<file path="config.mk">
export PLATFORM = sky130hd
export DESIGN_NAME = cwdp_datapath
export DESIGN_NICKNAME = d
export VERILOG_FILES = /design/src/rtl/cwdp_pkg.sv /design/src/rtl/cwdp_regfile.sv /design/src/rtl/cwdp_func_unit.sv /design/src/rtl/cwdp_datapath.sv
export SDC_FILE = /design/constraint.sdc
export NUM_CORES = 1
export LEC_CHECK = 0
export BUFFER_PORTS_ARGS = -buffer_cell sky130_fd_sc_hd__buf_2
export CAP_MARGIN = 5
export CORE_AREA = 5 5 115 199
export DETAILED_ROUTE_END_ITERATION = 7
export DIE_AREA = 0 0 120 204
export GPL_TIMING_DRIVEN = 1
export SYNTH_ARGS = -nofsm -noshare
export SYNTH_HDL_FRONTEND = slang
export SYNTH_HIERARCHICAL = 1
export SYNTH_SLANG_ARGS = --single-unit
</file>
<file path="constraint.sdc">
create_clock -name clk -period 6.6 [get_ports clk]
set_input_delay 1.32 -clock clk [delete_from_list [all_inputs] [get_ports clk]]
set_output_delay 1.32 -clock clk [all_outputs]
set_load 0.005 [all_outputs]
</file>
<file path="src/rtl/cwdp_pkg.sv">
package cwdp_pkg;

  localparam int CW_W      = 16;
  localparam int REG_AW    = 3;
  localparam int REG_COUNT = 1 << REG_AW;
  localparam int FSEL_W    = 4;

  // Field order follows the bit positions of the control word (dst at the top).
  typedef struct packed {
    logic [REG_AW-1:0] dst;
    logic [REG_AW-1:0] src_a;
    logic [REG_AW-1:0] src_b;
    logic              b_const;
    logic [FSEL_W-1:0] fsel;
    logic              d_ext;
    logic              wr;
  } ctrl_t;

  typedef enum logic [FSEL_W-1:0] {
    FN_PASS_A  = 4'b0000,
    FN_INC_A   = 4'b0001,
    FN_ADD     = 4'b0010,
    FN_ADD_C   = 4'b0011,
    FN_ADD_NB  = 4'b0100,
    FN_SUB     = 4'b0101,
    FN_DEC_A   = 4'b0110,
    FN_PASS_AC = 4'b0111,
    FN_AND     = 4'b1000,
    FN_OR      = 4'b1001,
    FN_XOR     = 4'b1010,
    FN_NOT_A   = 4'b1011,
    FN_PASS_B  = 4'b1100,
    FN_SHR_B   = 4'b1101,
    FN_SHL_B   = 4'b1110,
    FN_PASS_B2 = 4'b1111
  } fsel_e;

endpackage

</file>
<file path="src/rtl/cwdp_regfile.sv">
module cwdp_regfile #(
  parameter int WIDTH = 8,
  parameter int DEPTH = 8,
  localparam int AW = $clog2(DEPTH)
) (
  input  logic             clk,
  input  logic             rst,
  input  logic             wr_en,
  input  logic [AW-1:0]    wr_addr,
  input  logic [WIDTH-1:0] wr_data,
  input  logic [AW-1:0]    rd_a_addr,
  input  logic [AW-1:0]    rd_b_addr,
  output logic [WIDTH-1:0] rd_a_data,
  output logic [WIDTH-1:0] rd_b_data
);

  logic [DEPTH-1:0][WIDTH-1:0] mem;

  always_ff @(posedge clk) begin
    if (rst) begin
      mem <= '0;
    end else if (wr_en) begin
      mem[wr_addr] <= wr_data;
    end
  end

  assign rd_a_data = mem[rd_a_addr];
  assign rd_b_data = mem[rd_b_addr];


  reset_clear_chk: assert property (@(posedge clk)
    rst |=> (rd_a_data == '0 && rd_b_data == '0));


  write_lands_chk: assert property (@(posedge clk) disable iff (rst)
    wr_en |=> (mem[$past(wr_addr)] == $past(wr_data)));


  no_write_hold_chk: assert property (@(posedge clk) disable iff (rst)
    !wr_en |=> $stable(mem));

endmodule

</file>
<file path="src/rtl/cwdp_func_unit.sv">
module cwdp_func_unit
  import cwdp_pkg::*;
#(
  parameter int WIDTH = 8
) (
  input  logic [WIDTH-1:0]  opa,
  input  logic [WIDTH-1:0]  opb,
  input  logic [FSEL_W-1:0] fsel,
  output logic [WIDTH-1:0]  res,
  output logic              v,
  output logic              c,
  output logic              n,
  output logic              z
);

  localparam int MSB = WIDTH - 1;

  // Arithmetic path: F = A + Y + cin, Y chosen by fsel[2:1], cin = fsel[0]
  logic [WIDTH-1:0] y_sel;
  logic [WIDTH:0]   sum_ext;

  always_comb begin
    unique case (fsel[2:1])
      2'b00:   y_sel = '0;
      2'b01:   y_sel = opb;
      2'b10:   y_sel = ~opb;
      default: y_sel = '1;
    endcase
  end

  assign sum_ext = {1'b0, opa} + {1'b0, y_sel} + {{WIDTH{1'b0}}, fsel[0]};

  // Logic path: one slice per bit
  logic [WIDTH-1:0] logic_res;
  for (genvar i = 0; i < WIDTH; i++) begin : g_logic_slice
    assign logic_res[i] = (fsel[1:0] == 2'b00) ? (opa[i] & opb[i]) :
                          (fsel[1:0] == 2'b01) ? (opa[i] | opb[i]) :
                          (fsel[1:0] == 2'b10) ? (opa[i] ^ opb[i]) :
                                                 ~opa[i];
  end

  // Shift path on B, zero fill
  logic [WIDTH-1:0] shift_res;
  always_comb begin
    unique case (fsel[1:0])
      2'b01:   shift_res = {1'b0, opb[MSB:1]};
      2'b10:   shift_res = {opb[MSB-1:0], 1'b0};
      default: shift_res = opb;
    endcase
  end

  logic is_arith;
  assign is_arith = ~fsel[3];

  always_comb begin
    unique case (fsel[3:2])
      2'b10:   res = logic_res;
      2'b11:   res = shift_res;
      default: res = sum_ext[WIDTH-1:0];
    endcase
  end

  assign c = is_arith & sum_ext[WIDTH];
  assign v = is_arith & (opa[MSB] == y_sel[MSB]) & (sum_ext[MSB] != opa[MSB]);
  assign n = res[MSB];
  assign z = (res == '0);

endmodule

</file>
<file path="src/rtl/cwdp_datapath.sv">
module cwdp_datapath
  import cwdp_pkg::*;
#(
  parameter int DATA_W = 8
) (
  input  logic              clk,
  input  logic              rst,
  input  logic [CW_W-1:0]   ctrl_word,
  input  logic [DATA_W-1:0] const_in,
  input  logic [DATA_W-1:0] data_in,
  output logic [DATA_W-1:0] addr_out,
  output logic [DATA_W-1:0] data_out,
  output logic [DATA_W-1:0] result_out,
  output logic              flag_v,
  output logic              flag_c,
  output logic              flag_n,
  output logic              flag_z
);

  ctrl_t cw;
  assign cw = ctrl_t'(ctrl_word);

  logic [DATA_W-1:0] reg_a, reg_b, bus_a, bus_b, bus_d, fu_res;

  cwdp_regfile #(
    .WIDTH (DATA_W),
    .DEPTH (REG_COUNT)
  ) u_regs (
    .clk       (clk),
    .rst       (rst),
    .wr_en     (cw.wr),
    .wr_addr   (cw.dst),
    .wr_data   (bus_d),
    .rd_a_addr (cw.src_a),
    .rd_b_addr (cw.src_b),
    .rd_a_data (reg_a),
    .rd_b_data (reg_b)
  );

  assign bus_a = reg_a;
  assign bus_b = cw.b_const ? const_in : reg_b;

  cwdp_func_unit #(
    .WIDTH (DATA_W)
  ) u_fu (
    .opa  (bus_a),
    .opb  (bus_b),
    .fsel (cw.fsel),
    .res  (fu_res),
    .v    (flag_v),
    .c    (flag_c),
    .n    (flag_n),
    .z    (flag_z)
  );

  assign bus_d      = cw.d_ext ? data_in : fu_res;
  assign addr_out   = bus_a;
  assign data_out   = bus_b;
  assign result_out = fu_res;


  const_select_chk: assert property (@(posedge clk) disable iff (rst)
    ctrl_word[6] |-> (data_out == const_in));


  add_code_chk: assert property (@(posedge clk) disable iff (rst)
    (ctrl_word[5:2] == 4'b0010) |->
      ({flag_c, result_out} == ({1'b0, addr_out} + {1'b0, data_out})));


  nonarith_flags_chk: assert property (@(posedge clk) disable iff (rst)
    ctrl_word[5] |-> (!flag_c && !flag_v));

endmodule

</file>
==> flow_summary.yaml, run 1 <==
outcome:
  outcome: "finished clean"
yosys:
  synth_edf_count: 0
  avgSynthCellArea_um2: 9.45
  synth.distinct_cells: 63
  ys.flop_type: "dfxtp_1"
  ys_seq_area_frac: 0.248
  yosys_warnings: 6
  synth_fp_nets: 609
  synth-seq-cells: 64
  netlist_area_um2: 5170
  ys_async_sr_fraction: 0
  synth_top_cell_by_area: "dfxtp_1"
  yosysTopAreaCellShare: 0.248
  synthCells: 547
  netlist_top_cells_area: "dfxtp_1 25%, mux4_1 12%, nand2_1 6.6%"
clocking:
  post_cts_resized: 0
  clk_path_buf_depth: 2
  cts_root_buf: "clkbuf_16"
  clkTransAtPathRegs_ns: 0.05
  clk_latency_ns: 0.33
  numCtsBuffers: 9
  ctsHoldBuffers: 0
  clock-sinks: 64
  cts_tree: "yes"
  post-cts-setup-buffer-count: 0
  htree_num_levels: 3
floorplan:
  core_um2: 21200
  dieHeight_um: 204
  num_rows: 71
  initial_utilization: 0.244
  die_area_um2: 24500
  die_x_um: 120
  ioPinCount: 62
drt:
  drtPass1Iterations: 5
  vias: 4309
  drt_iter0_markers: 333
  ant_nets: 0
  routed_wl_um: 16100
  viasPerCell: 5.14
  post_drt_wl_per_cell_um: 19.2
  remaining_drc_errors: 0
finish:
  largest_registers: "u_regs/mem (64)"
  final_layout_size_suffix_gt1_frac: 0.238
  fin_cells: 839
  design_area_um2: 5860
  nNetsFinal: 640
  top_register: "u_regs/mem"
  area_delta_synth_final_pct: 13.3
  largest_reg_flops: 64
setup_path:
  crit_fanout: 9
  path_cells: "buf_2 -> mux4_1 -> mux2_2 -> mux2_4 -> mux2i_1 -> fa_1 -> fa_1 -> nand2b_1 -> a211oi_1 -> o21ai_0 -> and3_1 -> o21ai_1 -> and2_1 -> buf_2"
  startpoint: "ctrl_word[9]"
  path_delay_family: "multiplexers"
  reg2reg_from: "u_regs/mem[32]"
  critPathRequiredTime_ns: 5.28
  crit_path_top_delay_cell: "mux4_1"
  worst-path-buf-inv: 2
  cpPeakStageDelay_ns: 0.58
  arrival_ns: 5.00
  crit_path_end_kind: "primary output"
  start_kind: "input pin"
  path_class: "in -> out"
timing:
  clock_skew_ns: 0.00785
  setup_violations: 0
  drv_slew: 0
  setup_slack_ns: 0.277
  fin_crit_ns: 6.32
  fmaxAchievable_ghz: 0.158
  tns_ns: 0
  timing.final.crit_share: 0.958
  whs_ns: 0.463
  worst_slew_pin_slew_ns: 0.820
  hold_violations: 0
  relSlewSlack: 0.453
  rsz0062_at_grt: "no"
global_route:
  grt_max_degree: 65
  grt_use_met3: 0.0202
  met2_usage: 0.251
  track_usage: 0.130
  grt_first_pass_wirelength_um: 24300
  grt_pass1_vias: 4272
  grt_overflow: 0
  antenna_found_initial: 2
  grt_busiest_layer: "met2"
  met1_usage: 0.124
pwr:
  cellLeakagePower_uw: 0.00236
  ir_drop_mv: 0.108
  power_density_nw_per_um2: 192
placed_design:
  dp_hpwl_um: 12400
  place_congestion: 0.929
  portBuffers: 61
  dp_cells: 822
  post_dp_cell_area_um2: 5560
  preCtsSetupSlack_ns: 0.262
min_path:
  holdCritPathClass: "reg -> reg"
  hold_path_startpoint: "u_regs/mem[7]"
run:
  maxCapViolations: 0
[per-layer routing]
metal,wire length [um],share of wire
met1,5510,0.34
met2,8900,0.55
met3,677,0.042
met4,963,0.060
met5,13,0.00081
[cells in the final DEF, fill, tap and decap left out, drive strengths merged, types with 3 or more instances in the layout]
cell type	netlist	routed
nand2	91	91
buf	26	69
dfxtp	64	64
a21oi	50	50
nor2	38	38
mux4	32	32
mux2	32	32
inv	29	29
mux2i	29	29
ha	26	26
o21ai	17	17
clkbuf	23	9
nor3	9	9
nand2b	8	8
nor2b	7	7
a22oi	6	6
o31ai	4	4
nand4b	4	4
a211oi	4	4
clkinv	0	4
a2111oi	4	4
a211o	3	3
a311oi	3	3
and4b	3	3
[Yosys cell counts, drive strengths merged, types with 9 or more instances]
| library cell | instances |
|---|---|
| nor3 | 9 |
| o21ai | 17 |
| dfxtp | 64 |
| clkbuf | 23 |
| nor2 | 38 |
| mux2i | 29 |
| buf | 26 |
| mux4 | 32 |
| a21oi | 50 |
| ha | 26 |
| mux2 | 32 |
| inv | 29 |
| nand2 | 91 |
[stage by stage]
step	utilization	power, uW
after global placement	0.262	658
after global routing	0.276	1170
after CTS	0.276	1130
after floorplan	-	589
final	0.276	1130
after detailed placement	0.262	660
[logic make-up after synthesis]
kind of cell,count (synthesis),synth area share
xor gates and xnor gates,3,0.00508
buffers and inverters,78,0.0806
DFF,64,0.248
muxes,93,0.297
and+or+nand+nor,177,0.162
adders and majority gates,28,0.0707
AOI/OAI and AO/OA,104,0.137
[cell type report]
type	count	area (um2)
antenna	1	2.50
clock buffer	9	225
clock inverter	7	72.6
fill	2201	15400
inverter	29	109
multi-input combinational	405	3480
sequential	64	1280
tap	255	319
timing repair buffer	69	365
[worst register-to-register path: cells and delay by family, from the launching register on]
family                   cells  cell delay (ns)
multiplexers                 6             1.71
AND/OR/NAND/NOR              3             0.44
adder cells (fa/ha/maj)      2             0.86
flip-flops                   1             0.32
AO/OA/AOI/OAI                4             0.69
[final timing paths]
check / endpoint / slack (ns) / depth (start not counted)
setup / recovery: result_out[6] / 0.28 / 14
setup reg to reg: u_regs/mem[14] / 2.45 / 15
hold reg to reg: u_regs/mem[7] / 0.46 / 2
hold / removal: u_regs/mem[7] / 0.46 / 2
[where the power goes]
group	leakage (uW)	internal, uW	total [uW]	switching (uW)
sequential	0.000518	396	403	6.95
clock	0.000141	292	473	181
combinational	0.00170	102	251	148
Note: power is estimated with default switching activity, not from simulation.
==> run 2, diff against run 1 <==
--- a/config.mk
+++ b/config.mk
@@ -11,6 +11,7 @@
 export DETAILED_ROUTE_END_ITERATION = 7
 export DIE_AREA = 0 0 120 204
 export GPL_TIMING_DRIVEN = 1
+export HOLD_SLACK_MARGIN = 0.08
 export SYNTH_ARGS = -nofsm -noshare
 export SYNTH_HDL_FRONTEND = slang
 export SYNTH_HIERARCHICAL = 1
==> constraint.sdc (replaced) <==
create_clock -name clk -period 6.6 [get_ports clk]
set_input_delay 1.65 -clock clk [delete_from_list [all_inputs] [get_ports clk]]
set_output_delay 1.65 -clock clk [all_outputs]
set_load 0.005 [all_outputs]
==> flow_summary.yaml, run 2 (synthesis gave the netlist of run 1 again) <==
setup_path:
  arrival_ns: 4.85
  start_kind: "input pin"
  path_class: "in -> out"
  crit_path_end_kind: "primary output"
  reg2reg_from: "u_regs/mem[8]"
  startpoint: "ctrl_word[9]"
  crit_fanout: 4
  critPathRequiredTime_ns: 4.95
floorplan:
  num_rows: 71
  dieHeight_um: 204
  die_area_um2: 24500
  core_um2: 21200
  initial_utilization: 0.244
  ioPinCount: 62
  die_x_um: 120
timing:
  setup_violations: 0
  worst_slew_pin_slew_ns: 0.709
  timing.final.crit_share: 0.986
  fmaxAchievable_ghz: 0.154
  drv_slew: 0
  hold_violations: 0
  fin_crit_ns: 6.50
  relSlewSlack: 0.527
  setup_slack_ns: 0.0955
  clock_skew_ns: 0.00595
  tns_ns: 0
  rsz0062_at_grt: "yes"
finish:
  seqCellArea_um2: 1280
  fillers: 2154
  layout_commonest_cell: "nand2_1"
  diodes: 0
  layout_common_cells: "91 x nand2_1, 64 x dfxtp_1, 59 x buf_2"
  multi_input_area_um2: 3560
  design_area_um2: 6230
  largest_reg_flops: 64
  area_delta_synth_final_pct: 20.4
  top_register: "u_regs/mem"
  nNetsFinal: 674
  largest_registers: "u_regs/mem (64)"
  final_layout_size_suffix_gt1_frac: 0.321
drt:
  ant_nets: 0
  vias: 4407
  drtPass1Iterations: 4
  routed_wl_um: 15900
  remaining_drc_errors: 0
  drt_iter0_markers: 389
  viasPerCell: 5.05
  post_drt_wl_per_cell_um: 18.2
run:
  maxCapViolations: 0
global_route:
  antenna_found_initial: 0
  track_usage: 0.129
  grt_max_degree: 65
  grt_overflow: 0
  grt_first_pass_wirelength_um: 24600
  grt_pass1_vias: 4393
clocking:
  htree_num_levels: 3
  clock-sinks: 64
  cts_tree: "yes"
  clk_path_buf_depth: 2
  clk_latency_ns: 0.33
  numCtsBuffers: 9
  clkTransAtPathRegs_ns: 0.05
  cts_root_buf: "clkbuf_16"
placed_design:
  preCtsSetupSlack_ns: -0.242
  place_congestion: 0.889
  post_dp_cell_area_um2: 5760
  dp_hpwl_um: 12600
  portBuffers: 61
pwr:
  ir_drop_mv: 0.0842
  cellLeakagePower_uw: 0.00252
  power_density_nw_per_um2: 181
min_path:
  holdCritPathClass: "reg -> reg"
  hold_path_startpoint: "u_regs/mem[43]"
outcome:
  outcome: "finished clean"
## run 2: final timing paths
| check | endpoint | slack (ns) | cells past startpoint |
|---|---|---|---|
| min | u_regs/mem[43] | 0.46 | 2 |
| max | result_out[6] | 0.1 | 14 |
| max reg2reg | u_regs/mem[38] | 2.72 | 15 |
| min reg2reg | u_regs/mem[43] | 0.46 | 2 |
## run 2: stage by stage
stage	cells	hold WS, ns	utilization	total power [uW]
2_1_floorplan	547	0.440	-	589
6_report	872	0.462	0.293	1130
5_1_grt	872	0.491	0.293	1180
3_5_place_dp	849	0.455	0.271	674
4_1_cts	866	0.462	0.288	1120
3_3_place_gp	849	0.447	0.271	671
## run 2: power by group
part           switching, uW  total [uW]  internal [uW]
combinational            155         285            130
sequential              7.21         404            396
clock                    176         441            264
total                    338        1130            791
## run 2: area by class of cell
class                      instances  share of cell area
clock buffer                      10              0.0384
clock inverter                     6             0.00723
inverter                          29              0.0175
tap                              255              0.0512
multi-input combinational        405               0.572
timing repair buffer             103               0.108
sequential                        64               0.206
## run 2: timing repair
item	4_1_cts	5_1_grt
setup buffers	1	7
setup endpoints to repair	6	6
gates resized for setup	22	23
pin swaps	10	17
hold buffers	0	0
## run 2: layer usage
| metal | vias to the layer above | wire length [um] | global-route usage |
|---|---|---|---|
| met5 | - | 0 | 0 |
| met4 | 0 | 670 | 0.0610 |
| met3 | 36 | 594 | 0.0152 |
| met2 | 131 | 8940 | 0.257 |
| met1 | 2139 | 5700 | 0.128 |
| li1 | 2101 | - | - |
## run 2: worst max-delay path, stage by stage
cell and delay [ns]:
buf_12 0.09, mux4_2 0.49, mux2_4 0.28, mux2_4 0.28
mux2i_2 0.16, fa_2 0.40, fa_2 0.38, nand2b_4 0.17
a211oi_2 0.20, o21ai_1 0.12, and3_1 0.20, o21ai_2 0.16
and2_4 0.17, buf_2 0.10
==> run 3, diff against run 2 <==
--- a/config.mk
+++ b/config.mk
@@ -7,9 +7,9 @@
 export LEC_CHECK = 0
 export BUFFER_PORTS_ARGS = -buffer_cell sky130_fd_sc_hd__buf_2
 export CAP_MARGIN = 5
-export CORE_AREA = 5 5 115 199
+export CORE_AREA = 5 5 192 120
 export DETAILED_ROUTE_END_ITERATION = 7
-export DIE_AREA = 0 0 120 204
+export DIE_AREA = 0 0 197 125
 export GPL_TIMING_DRIVEN = 1
 export HOLD_SLACK_MARGIN = 0.08
 export SYNTH_ARGS = -nofsm -noshare
==> flow_summary.yaml, run 3 (synthesis gave the netlist of run 1 again) <==
global_route:
  grt_pass1_vias: 4218
  grt_busiest_layer: "met1"
  met2_usage: 0.184
  met1_usage: 0.200
  grt_overflow: 0
  grt_max_degree: 65
  grt_use_met3: 0.0557
  antenna_found_initial: 0
  grt_first_pass_wirelength_um: 25700
  track_usage: 0.135
clocking:
  clk_path_buf_depth: 2
  clk_latency_ns: 0.34
  clkTransAtPathRegs_ns: 0.05
  clock-sinks: 64
  htree_num_levels: 3
  numCtsBuffers: 9
  ctsHoldBuffers: 0
  cts_tree: "yes"
  cts_root_buf: "clkbuf_16"
pwr:
  swShare: 0.291
  comb_power_share: 0.247
  power_density_nw_per_um2: 187
  p_int_uw: 837
  ir_drop_mv: 0.121
  cellLeakagePower_uw: 0.00255
  netSwitchingPower_uw: 344
  clockPowerShare: 0.411
  seq_power_share: 0.342
  p_total_uw: 1180
setup_path:
  arrival_ns: 4.88
  start_kind: "input pin"
  crit_fanout: 4
  reg2reg_from: "u_regs/mem[8]"
  path_class: "in -> out"
  startpoint: "ctrl_word[9]"
  crit_path_end_kind: "primary output"
  critPathRequiredTime_ns: 4.95
drt:
  drt_iter0_markers: 446
  remaining_drc_errors: 0
  vias: 4492
  drtPass1Iterations: 5
  ant_nets: 0
  routed_wl_um: 16800
  post_drt_wl_per_cell_um: 18.6
  viasPerCell: 4.97
timing:
  tns_ns: 0
  worst_slew_pin_slew_ns: 0.871
  fmaxAchievable_ghz: 0.153
  drv_slew: 0
  fin_crit_ns: 6.53
  setup_slack_ns: 0.0678
  setup_violations: 0
  hold_violations: 0
  relSlewSlack: 0.420
  rsz0062_at_grt: "yes"
  timing.final.crit_share: 0.990
  clock_skew_ns: 0.00778
finish:
  layout_common_cells: "91 x nand2_1, 64 x dfxtp_1, 59 x buf_2"
  nNetsFinal: 675
  final_layout_size_suffix_gt1_frac: 0.316
  largest_reg_flops: 64
  largest_registers: "u_regs/mem (64)"
  layout_commonest_cell: "nand2_1"
  top_register: "u_regs/mem"
  area_delta_synth_final_pct: 22.1
  fillers: 2272
  diodes: 0
placed_design:
  dp_hpwl_um: 12300
  portBuffers: 61
  place_congestion: 0.894
  preCtsSetupSlack_ns: -0.192
floorplan:
  initial_utilization: 0.242
  die_x_um: 197
  core_um2: 21300
  dieHeight_um: 125
  die_area_um2: 24600
  num_rows: 42
  ioPinCount: 62
run:
  maxCapViolations: 0
min_path:
  hold_path_startpoint: "u_regs/mem[26]"
  holdCritPathClass: "reg -> reg"
outcome:
  outcome: "finished clean"
## run 3: cell types whose count changed in the layout (fill, tap and decap cells not counted), sizes merged
cell,previous run,this run
clkinv,3,2
buf,103,104
bufinv,0,1
clkbuf,10,13
clkinvlp,3,0
## run 3: through the flow
| step | cell area, um2 | hold slack (ns) | utilization | std cells |
|---|---|---|---|---|
| 2_1_floorplan | 5170 | 0.440 | - | 547 |
| 3_3_place_gp | 5820 | 0.451 | 0.273 | 883 |
| 3_5_place_dp | 5820 | 0.458 | 0.273 | 883 |
| 4_1_cts | 6200 | 0.467 | 0.291 | 899 |
| 5_1_grt | 6310 | 0.485 | 0.296 | 904 |
| 6_report | 6310 | 0.466 | 0.296 | 904 |
## run 3: cell type report
class                           count  area [um2]  area share
Clock buffer                       13         260      0.0412
Clock inverter                      3        40.0     0.00634
Inverter                           29         109      0.0172
Multi-Input combinational cell    405        3590       0.568
Sequential cell                    64        1280       0.203
Tap cell                          286         358      0.0567
Timing Repair Buffer              104         677       0.107
## run 3: worst max-delay path, stage by stage
cell,delay [ns]
buf_12,0.09
mux4_2,0.48
mux2_4,0.28
mux2_4,0.28
mux2i_2,0.16
fa_2,0.38
buf_6,0.13
nor2b_4,0.14
o311ai_4,0.12
a2111oi_4,0.38
buf_4,0.18
nor3_2,0.04
o32ai_4,0.34
a211oi_2,0.07
buf_2,0.14
## run 3: worst paths after layout
check,end,slack [ns],depth (start not counted)
setup / recovery,flag_z,0.07,15
hold reg to reg,u_regs/mem[26],0.47,2
setup reg to reg,u_regs/mem[38],2.68,15
hold / removal,u_regs/mem[26],0.47,2
## run 3: power by group through the flow
stage	logic, uW	clock network (uW)	registers, uW
floorplan	180	0	409
global route	315	506	405
detailed placement	267	0	411
finish	291	486	404
CTS	277	493	403
global placement	266	0	411
## run 3: layer usage
layer,wire (um),up-vias
li1,-,2099
met1,7830,2177
met2,6870,206
met3,1970,10
met4,125,0
met5,0,-
## run 3: repair_timing
action / in CTS / in global routing
resized for setup: 26 / 22
setup buffers: 0 / 5
pin swaps: 9 / 10
endpoints found under the setup margin: 6 / 6
